### src/rtl/qos_arb_pkg.sv
package qos_arb_pkg;
  typedef enum logic [1:0] {
    TC_BEST   = 2'b00,
    TC_VIDEO  = 2'b01,
    TC_LOWLAT = 2'b10,
    TC_SPARE  = 2'b11
  } tclass_e;
endpackage

### src/rtl/qos_age_tracker.sv
module qos_age_tracker #(
  parameter int AGE_W = 8
) (
  input  logic             clk,
  input  logic             rst_n,
  input  logic             pending,
  input  logic             granted,
  input  logic [AGE_W-1:0] limit,
  output logic [AGE_W-1:0] age,
  output logic             expired
);
  localparam logic [AGE_W-1:0] AGE_MAX = '1;

  always_ff @(posedge clk or negedge rst_n) begin
    if (!rst_n)                 age <= '0;
    else if (!pending || granted) age <= '0;
    else if (age != AGE_MAX)    age <= age + 1'b1;
  end

  assign expired = pending && (age >= limit);
endmodule

### src/rtl/qos_rr_pick.sv
module qos_rr_pick #(
  parameter int NUM_PORTS = 4,
  parameter int IDX_W     = 2
) (
  input  logic [NUM_PORTS-1:0] mask,
  input  logic [IDX_W-1:0]     last,
  output logic [NUM_PORTS-1:0] pick
);
  always_comb begin
    int  idx;
    logic found;
    pick  = '0;
    found = 1'b0;
    for (int k = 0; k < NUM_PORTS; k++) begin
      idx = int'(last) + 1 + k;
      if (idx >= NUM_PORTS) idx = idx - NUM_PORTS;
      if (!found && mask[idx]) begin
        pick[idx] = 1'b1;
        found     = 1'b1;
      end
    end
  end
endmodule

### src/rtl/qos_oldest_pick.sv
module qos_oldest_pick #(
  parameter int NUM_PORTS = 4,
  parameter int AGE_W     = 8
) (
  input  logic [NUM_PORTS-1:0]       mask,
  input  logic [NUM_PORTS*AGE_W-1:0] ages,
  output logic [NUM_PORTS-1:0]       pick
);
  always_comb begin
    logic             found;
    logic [AGE_W-1:0] best;
    int               best_idx;
    found    = 1'b0;
    best     = '0;
    best_idx = 0;
    for (int i = 0; i < NUM_PORTS; i++) begin
      if (mask[i] && (!found || ages[i*AGE_W +: AGE_W] > best)) begin
        found    = 1'b1;
        best     = ages[i*AGE_W +: AGE_W];
        best_idx = i;
      end
    end
    pick = '0;
    if (found) pick[best_idx] = 1'b1;
  end
endmodule

### src/rtl/qos_read_arbiter.sv
module qos_read_arbiter
  import qos_arb_pkg::*;
#(
  parameter int NUM_PORTS = 4,
  parameter int AGE_W     = 8,
  localparam int IDX_W    = (NUM_PORTS > 1) ? $clog2(NUM_PORTS) : 1
) (
  input  logic                       clk,
  input  logic                       rst_n,
  input  logic [NUM_PORTS-1:0]       req_valid,
  input  logic [2*NUM_PORTS-1:0]     req_class,
  input  logic [NUM_PORTS*AGE_W-1:0] vid_limit,
  output logic [NUM_PORTS-1:0]       req_ready,
  output logic                       gnt_valid,
  output logic [IDX_W-1:0]           gnt_port
);
  logic [NUM_PORTS-1:0]       vid_mask, ll_mask, be_mask, exp_mask;
  logic [NUM_PORTS-1:0]       rr_mask, rr_pick, old_pick;
  logic [NUM_PORTS*AGE_W-1:0] age_q;
  logic [IDX_W-1:0]           last_q;

  for (genvar p = 0; p < NUM_PORTS; p++) begin : g_port
    tclass_e cls;
    assign cls         = tclass_e'(req_class[2*p +: 2]);
    assign vid_mask[p] = req_valid[p] && (cls == TC_VIDEO);
    assign ll_mask[p]  = req_valid[p] && (cls == TC_LOWLAT);
    assign be_mask[p]  = req_valid[p] && ((cls == TC_BEST) || (cls == TC_SPARE));

    qos_age_tracker #(.AGE_W(AGE_W)) u_age (
      .clk     (clk),
      .rst_n   (rst_n),
      .pending (vid_mask[p]),
      .granted (req_ready[p]),
      .limit   (vid_limit[p*AGE_W +: AGE_W]),
      .age     (age_q[p*AGE_W +: AGE_W]),
      .expired (exp_mask[p])
    );
  end

  always_comb begin
    if (|ll_mask)       rr_mask = ll_mask;
    else if (|vid_mask) rr_mask = vid_mask;
    else                rr_mask = be_mask;
  end

  qos_rr_pick #(.NUM_PORTS(NUM_PORTS), .IDX_W(IDX_W)) u_rr (
    .mask (rr_mask),
    .last (last_q),
    .pick (rr_pick)
  );

  qos_oldest_pick #(.NUM_PORTS(NUM_PORTS), .AGE_W(AGE_W)) u_old (
    .mask (exp_mask),
    .ages (age_q),
    .pick (old_pick)
  );

  assign req_ready = (|exp_mask) ? old_pick : rr_pick;
  assign gnt_valid = |req_ready;

  always_comb begin
    gnt_port = '0;
    for (int i = 0; i < NUM_PORTS; i++)
      if (req_ready[i]) gnt_port = IDX_W'(i);
  end

  always_ff @(posedge clk or negedge rst_n) begin
    if (!rst_n)         last_q <= IDX_W'(NUM_PORTS - 1);
    else if (gnt_valid) last_q <= gnt_port;
  end
endmodule

### config.mk
export PLATFORM = sky130hd
export DESIGN_NAME = qos_read_arbiter
export DESIGN_NICKNAME = d
export VERILOG_FILES = /design/src/rtl/qos_arb_pkg.sv /design/src/rtl/qos_age_tracker.sv /design/src/rtl/qos_rr_pick.sv /design/src/rtl/qos_oldest_pick.sv /design/src/rtl/qos_read_arbiter.sv
export SDC_FILE = /design/constraint.sdc
export NUM_CORES = 1
export LEC_CHECK = 0
export CAP_MARGIN = 10
export CORE_MARGIN = 2
export CORE_UTILIZATION = 35
export CTS_BUF_LIST = sky130_fd_sc_hd__clkbuf_8
export DETAILED_ROUTE_END_ITERATION = 10
export PLACE_DENSITY = 0.6
export SLEW_MARGIN = 15
export SYNTH_ARGS = -nofsm -noshare
export SYNTH_HDL_FRONTEND = slang
export SYNTH_SLANG_ARGS = --single-unit
### constraint.sdc
create_clock -name clk -period 29.1 [get_ports clk]
set_clock_uncertainty 0.1 [all_clocks]
set_input_delay 5.82 -clock clk [delete_from_list [all_inputs] [get_ports clk]]
set_output_delay 5.82 -clock clk [all_outputs]
set_load 0.02 [all_outputs]
Word level (Yosys, flattened, before mapping)
Index checks and enable logic that the tools add are counted.
{"block": "op_classes", "n_addsub": 12, "order_cmp": 21, "eq_ne": 16, "n_mux": 58, "bitwise_logic": 3, "reduce_logical": 60}
{"operator": "$ge A32 B1 Y1 const B", "count": 4}
{"operator": "$lt A32 B4 Y1 const B", "count": 4}
{"operator": "$mux W32", "count": 4}
{"operator": "$ge A32 B4 Y1 const B", "count": 3}
{"operator": "$sub A32 B4 Y32 const B", "count": 3}
{"operator": "$mux W8", "count": 11}
{"operator": "$add A32 B3 Y32 const B", "count": 2}
{"operator": "$add A32 B2 Y32 const B", "count": 1}
{"operator": "$add A8 B1 Y8 const B", "count": 4}
{"operator": "$ge A8 B8 Y1", "count": 4}
{"operator": "$mux W4", "count": 8}
{"operator": "$ne A8 B8 Y1 const B", "count": 4}
{"operator": "$logic_and A1 B1 Y1", "count": 27}
{"operator": "$gt A8 B8 Y1", "count": 3}
{"operator": "$mux W1", "count": 22}
{"operator": "$eq A2 B2 Y1 const B", "count": 8}
{"operator": "$reduce_or A4 Y1", "count": 4}
{"operator": "$or A4 B4 Y4", "count": 3}
{"operator": "$logic_or A1 B1 Y1", "count": 11}
{"operator": "$demux W1 S2", "count": 5}
{"operator": "$logic_not A1 Y1", "count": 10}
{"operator": "$bmux W1 S2", "count": 4}
{"operator": "$eq A2 B1 Y1 const B", "count": 4}
{"operator": "$logic_not A2 Y1", "count": 4}
{"operator": "other kinds (7)", "count": 13}
{"block": "word_totals", "regBits": 34, "input_bits": 46, "output_inout_bits": 7, "elab_cells": 175}

Logic depth before layout (Yosys ltp)
{"block": "logic_depth", "word_depth": 25, "depth_mapped": 37, "ltp_nobuf": 34}

Modules after synthesis
A second synthesis with hierarchy kept.
{"block": "hier_totals", "hier_cells": 520, "area_unflattened_um2": 4337.9}
{"module": "qos_age_tracker", "n_inst": 4, "cells_each": 74, "area_each_um2": 636.9, "seq_area_each_um2": 200.2}
{"module": "qos_oldest_pick", "n_inst": 1, "cells_each": 119, "area_each_um2": 905.9, "seq_area_each_um2": 0.0}
{"module": "qos_read_arbiter", "n_inst": 1, "cells_each": 58, "area_each_um2": 495.5, "seq_area_each_um2": 52.6}
{"module": "qos_rr_pick", "n_inst": 1, "cells_each": 47, "area_each_um2": 389.1, "seq_area_each_um2": 0.0}

Least setup slack after synthesis
OpenSTA, ideal clock, no wires.
{"block": "synth_timing", "path_type": "input to output", "from": "input vid_limit[0]", "to": "output gnt_valid", "arrival_time_ns": 12.573, "t_required_ns": 23.180, "setup_slack_ns": 10.607, "path_stages": 34, "path_buffers": 3, "path_cell_list": "ha_1 -> nand2b_1 -> a2111o_1 -> a32o_1 -> clkbuf_1 -> nand2_1 -> ha_1 -> nor2b_1 -> o21a_1 -> o21ai_0 -> a21oi_1 -> o22ai_1 -> a21o_1 -> clkbuf_1 -> mux2_2 -> ha_1 -> nor2b_1 -> o21a_1 -> o21a_1 -> o21ai_0 -> a21oi_1 -> o21ai_1 -> clkbuf_1 -> o21ai_0 -> ha_1 -> nor2b_1 -> o21a_1 -> o211ai_1 -> a21oi_1 -> a211o_1 -> and3_1 -> or3_1 -> nand3_1 -> or2_1"}
{"block": "synth_via", "elab_chain_len": 22, "elab_cells_between_ends": 33, "classes_between": "order compare: 6; mux: 14; reduce/logical: 13"}
{"item": "start, declared", "line_no": "qos_read_arbiter.sv:12", "rtl": "input logic [NUM_PORTS*AGE_W-1:0] vid_limit,"}
{"item": "$ge A8 B8 Y1 *", "line_no": "qos_age_tracker.sv:20", "rtl": "assign expired = pending && (age >= limit);"}
{"item": "$logic_and A1 B1 Y1 *", "line_no": "qos_age_tracker.sv:20"}
{"item": "$mux W8 / $mux W1 (equally long branches)", "line_no": "qos_oldest_pick.sv:17", "rtl": "if (mask[i] && (!found || ages[i*AGE_W +: AGE_W] > best)) begin"}
{"item": "$gt A8 B8 Y1 / $logic_not A1 Y1 (equally long branches)", "line_no": "qos_oldest_pick.sv:17"}
{"item": "$logic_or A1 B1 Y1", "line_no": "qos_oldest_pick.sv:17"}
{"item": "$logic_and A1 B1 Y1", "line_no": "qos_oldest_pick.sv:17"}
{"item": "$mux W8 / $mux W1 (equally long branches)", "line_no": "qos_oldest_pick.sv:17"}
{"item": "$gt A8 B8 Y1 / $logic_not A1 Y1 (equally long branches)", "line_no": "qos_oldest_pick.sv:17"}
{"item": "[... 6 more ...]"}
{"item": "$mux W2", "line_no": "qos_oldest_pick.sv:17"}
{"item": "$lt A2 B3 Y1 (implied by the code) / $ge A2 B1 Y1 (equally long branches)", "line_no": "qos_oldest_pick.sv:24", "rtl": "if (found) pick[best_idx] = 1'b1;"}
{"item": "$logic_and A1 B1 Y1 (implied by the code)", "line_no": "qos_oldest_pick.sv:24"}
{"item": "$mux W1 (implied by the code)", "line_no": "qos_oldest_pick.sv:24"}
{"item": "$demux W1 S2"}
{"item": "$mux W4", "line_no": "qos_oldest_pick.sv:24"}
{"item": "$mux W4 *", "line_no": "qos_read_arbiter.sv:58", "rtl": "assign req_ready = (|exp_mask) ? old_pick : rr_pick;"}
{"item": "$reduce_or A4 Y1 *", "line_no": "qos_read_arbiter.sv:59", "rtl": "assign gnt_valid = |req_ready;"}
{"item": "end, declared", "line_no": "qos_read_arbiter.sv:14", "rtl": "output logic gnt_valid,"}
Every way passes the cells marked *; elsewhere a longest branch is shown, timed or not.

Worst setup path after layout
Ends and elaborated chain as after synthesis.

==> flow_summary.yaml <==
die:
  core_area_um2: 11300
  die_area_um2: 12300
  io_pins: 53
  start_util: 0.354
  row_count: 39
  die_x_um: 111
  die_y_um: 111
worst_setup_path:
  r2r-end: "g_port[0].u_age.age[6]"
  startpoint_type: "input pin"
  worstSetupEndpoint: "gnt_valid"
  critPathLaunch: "vid_limit[0]"
  cp.required_ns: 23.18
  r2r_cells: 32
  cp.arrival_ns: 13.76
  path_class: "input pin to output port"
  regToRegSetupSlack_ns: 21.08
  critPathMaxStageDelay_ns: 0.64
  critPathMaxFanout: 16
  slowest_stage: "o21ai_1"
  crit_path_end_kind: "output port"
  r2r-start: "g_port[0].u_age.age[0]"
yosys:
  synth-warning-count: 0
  synth_nets: 610
  async_reset_ff_frac: 1.00
  synth_top_area_frac: 0.234
  postSynthCellCount: 489
  synth_flop_cell: "dfrtp_1"
  yosysSeqAreaShare: 0.213
  synth_top_cells_by_count: "ha_1 (75), inv_1 (54), nor2_1 (38)"
  synth_area_leader_cell: "ha_1"
  synth.area.top_cells: "ha_1 (23%), dfrtp_1 (20%), inv_1 (5.1%)"
  ys_ff_latch: 34
  syn-cell-area_um2: 4010
  synth_edf_count: 0
  synth.most_common_cell: "ha_1"
  ys_types: 62
  avgSynthCellArea_um2: 8.20
sta:
  worst_slew_pin_slew_ns: 0.783
  finalHoldViolCount: 0
  setup_ws_ns: 9.42
  fmax_ghz: 0.0508
  slew_headroom: 0.474
  fin_crit_sh: 0.676
  final_max_slew_viol_count: 0
  rsz0062_at_grt: "false"
  setup_viol: 0
  finalSetupTns_ns: 0
  finalCriticalPeriod_ns: 19.68
power_and_ir_drop:
  peakVddDrop_mv: 0.0282
  power.density_nw_per_um2: 43.5
  p_leak_nw: 2.19
routing:
  wl_per_cell_um: 14.9
  dr.pass1.iters: 4
  drt_iter0_drc: 258
  routed_wl_mm: 10.2
  vias_per_cell: 5.51
  drc: 0
  ant_nets: 0
  vias: 3749
final_layout:
  antenna_cells: 0
  nNetsFinal: 658
  drive_gt1_frac: 0.0539
  syn_to_final_growth_pct: 18.2
global_route:
  grt_start_max_net_pins: 35
  grt_pass1_wl_mm: 17.2
  grt-ovfl-total: 0
  grt_pass1_vias: 3669
  track_usage: 0.167
  antenna_found_initial: 0
clock_tree:
  cts-htree-levels: 2
  cts_resized: 0
  cts_tree: "done"
  root_buffer: "clkbuf_8"
  cts_num_sinks: 34
  clock_latency_ns: 0.29
  clockBufferDepth: 2
  cts_buffers: 5
  ctsHoldBuffers: 0
  cts_setup_buffers: 0
  clkSlewWorstSetupHoldPaths_ns: 0.07
place:
  port_buffers: 52
  post-place-ws_ns: 9.41
  dp_hpwl_mm: 8.22
  routabilityCongestion: 0.779
flow_run:
  maxCapViolations: 0
hold_path:
  min_path_type: "register to register"
outcome:
  outcome: "finished, final reports clean"
==> stage by stage <==
step / std cells / hold WS, ns / power (mW) / area (um^2) / util
6_report: 681 / 0.515 / 0.206 / 4740 / 0.419
5_1_grt: 681 / 0.549 / 0.219 / 4740 / 0.419
4_1_cts: 681 / 0.516 / 0.208 / 4740 / 0.419
2_1_floorplan: 489 / 0.431 / 0.133 / 4010 / -
3_3_place_gp: 673 / 0.490 / 0.169 / 4660 / 0.411
3_5_place_dp: 673 / 0.496 / 0.171 / 4660 / 0.411
==> sequential cells by signal (all words and copies together) (netlist names) <==
| name | cells |
|---|---|
| g_port.u_age.age | 32 |
| last_q | 2 |
==> cell families after synthesis <==
logic type                 share of synthesized area
DFF                                            0.213
and+or+nand+nor                                0.223
adders and majority gates                      0.234
xor gates and xnor gates                      0.0197
buffers and inverters                         0.0658
AOI/OAI and AO/OA                              0.209
muxes                                         0.0356
==> per-layer routing <==
layer	wire length, um	track usage	vias up
li1	-	-	1878
met1	4870	0.222	1780
met2	4780	0.283	81
met3	405	0.0295	10
met4	105	0.0387	0
met5	0	0	-
==> layout make-up <==
cell class	instances	area, um^2
Clock inverter	3	17.5
Multi-Input combinational cell	389	2890
Fill cell	1153	6580
Inverter	54	203
Tap cell	143	179
Sequential cell	34	853
Clock buffer	5	68.8
Timing Repair Buffer	53	528
==> power by group <==
group	switching [mW]	internal, mW
Sequential	0.00539	0.0511
Clock	0.0192	0.0166
Combinational	0.0612	0.0527
==> worst max-delay path: cells and delay by family <==
family	cells	cell delay (ns)
mux	1	0.39
fa+ha+maj	4	1.12
compound gates	17	3.81
simple gates	9	1.60
buf+inv	2	0.99
==> cell usage in the layout, fill, tap and decap left out, drive strengths merged, types with 3 or more instances in the layout <==
| master | instances |
|---|---|
| clkbuf | 5 |
| xnor2 | 6 |
| nand3 | 32 |
| nor2 | 38 |
| a31oi | 4 |
| mux2 | 8 |
| nand4 | 11 |
| inv | 55 |
| and3 | 11 |
| a21oi | 19 |
| nor4 | 5 |
| and2 | 7 |
| ha | 75 |
| nor3b | 3 |
| a21o | 6 |
| dfrtp | 32 |
| xor2 | 3 |
| a211oi | 7 |
| a32oi | 3 |
| o211ai | 4 |
| nor2b | 8 |
| mux2i | 3 |
| a311oi | 3 |
| nand2b | 6 |
| or3 | 4 |
| nand2 | 33 |
| nor3 | 13 |
| o21ai | 31 |
| o21a | 5 |
| o31ai | 4 |
| clkdlybuf4s50 | 52 |
| a21boi | 9 |
| a22o | 3 |
==> how the worst min path moves through the flow <==
stage	from	endpoint	slack (ns)	cells after the start
after floorplan	g_port[0].u_age.age[7]	g_port[0].u_age.age[7]	0.43	1
after detailed placement	g_port[0].u_age.age[0]	g_port[0].u_age.age[0]	0.50	2
final	g_port[0].u_age.age[0]	g_port[0].u_age.age[0]	0.52	2
after CTS	g_port[0].u_age.age[0]	g_port[0].u_age.age[0]	0.52	2
after global placement	g_port[1].u_age.age[0]	g_port[1].u_age.age[0]	0.49	2
after global routing	last_q[1]	last_q[1]	0.55	2
Note: power is estimated with default switching activity, not from simulation.
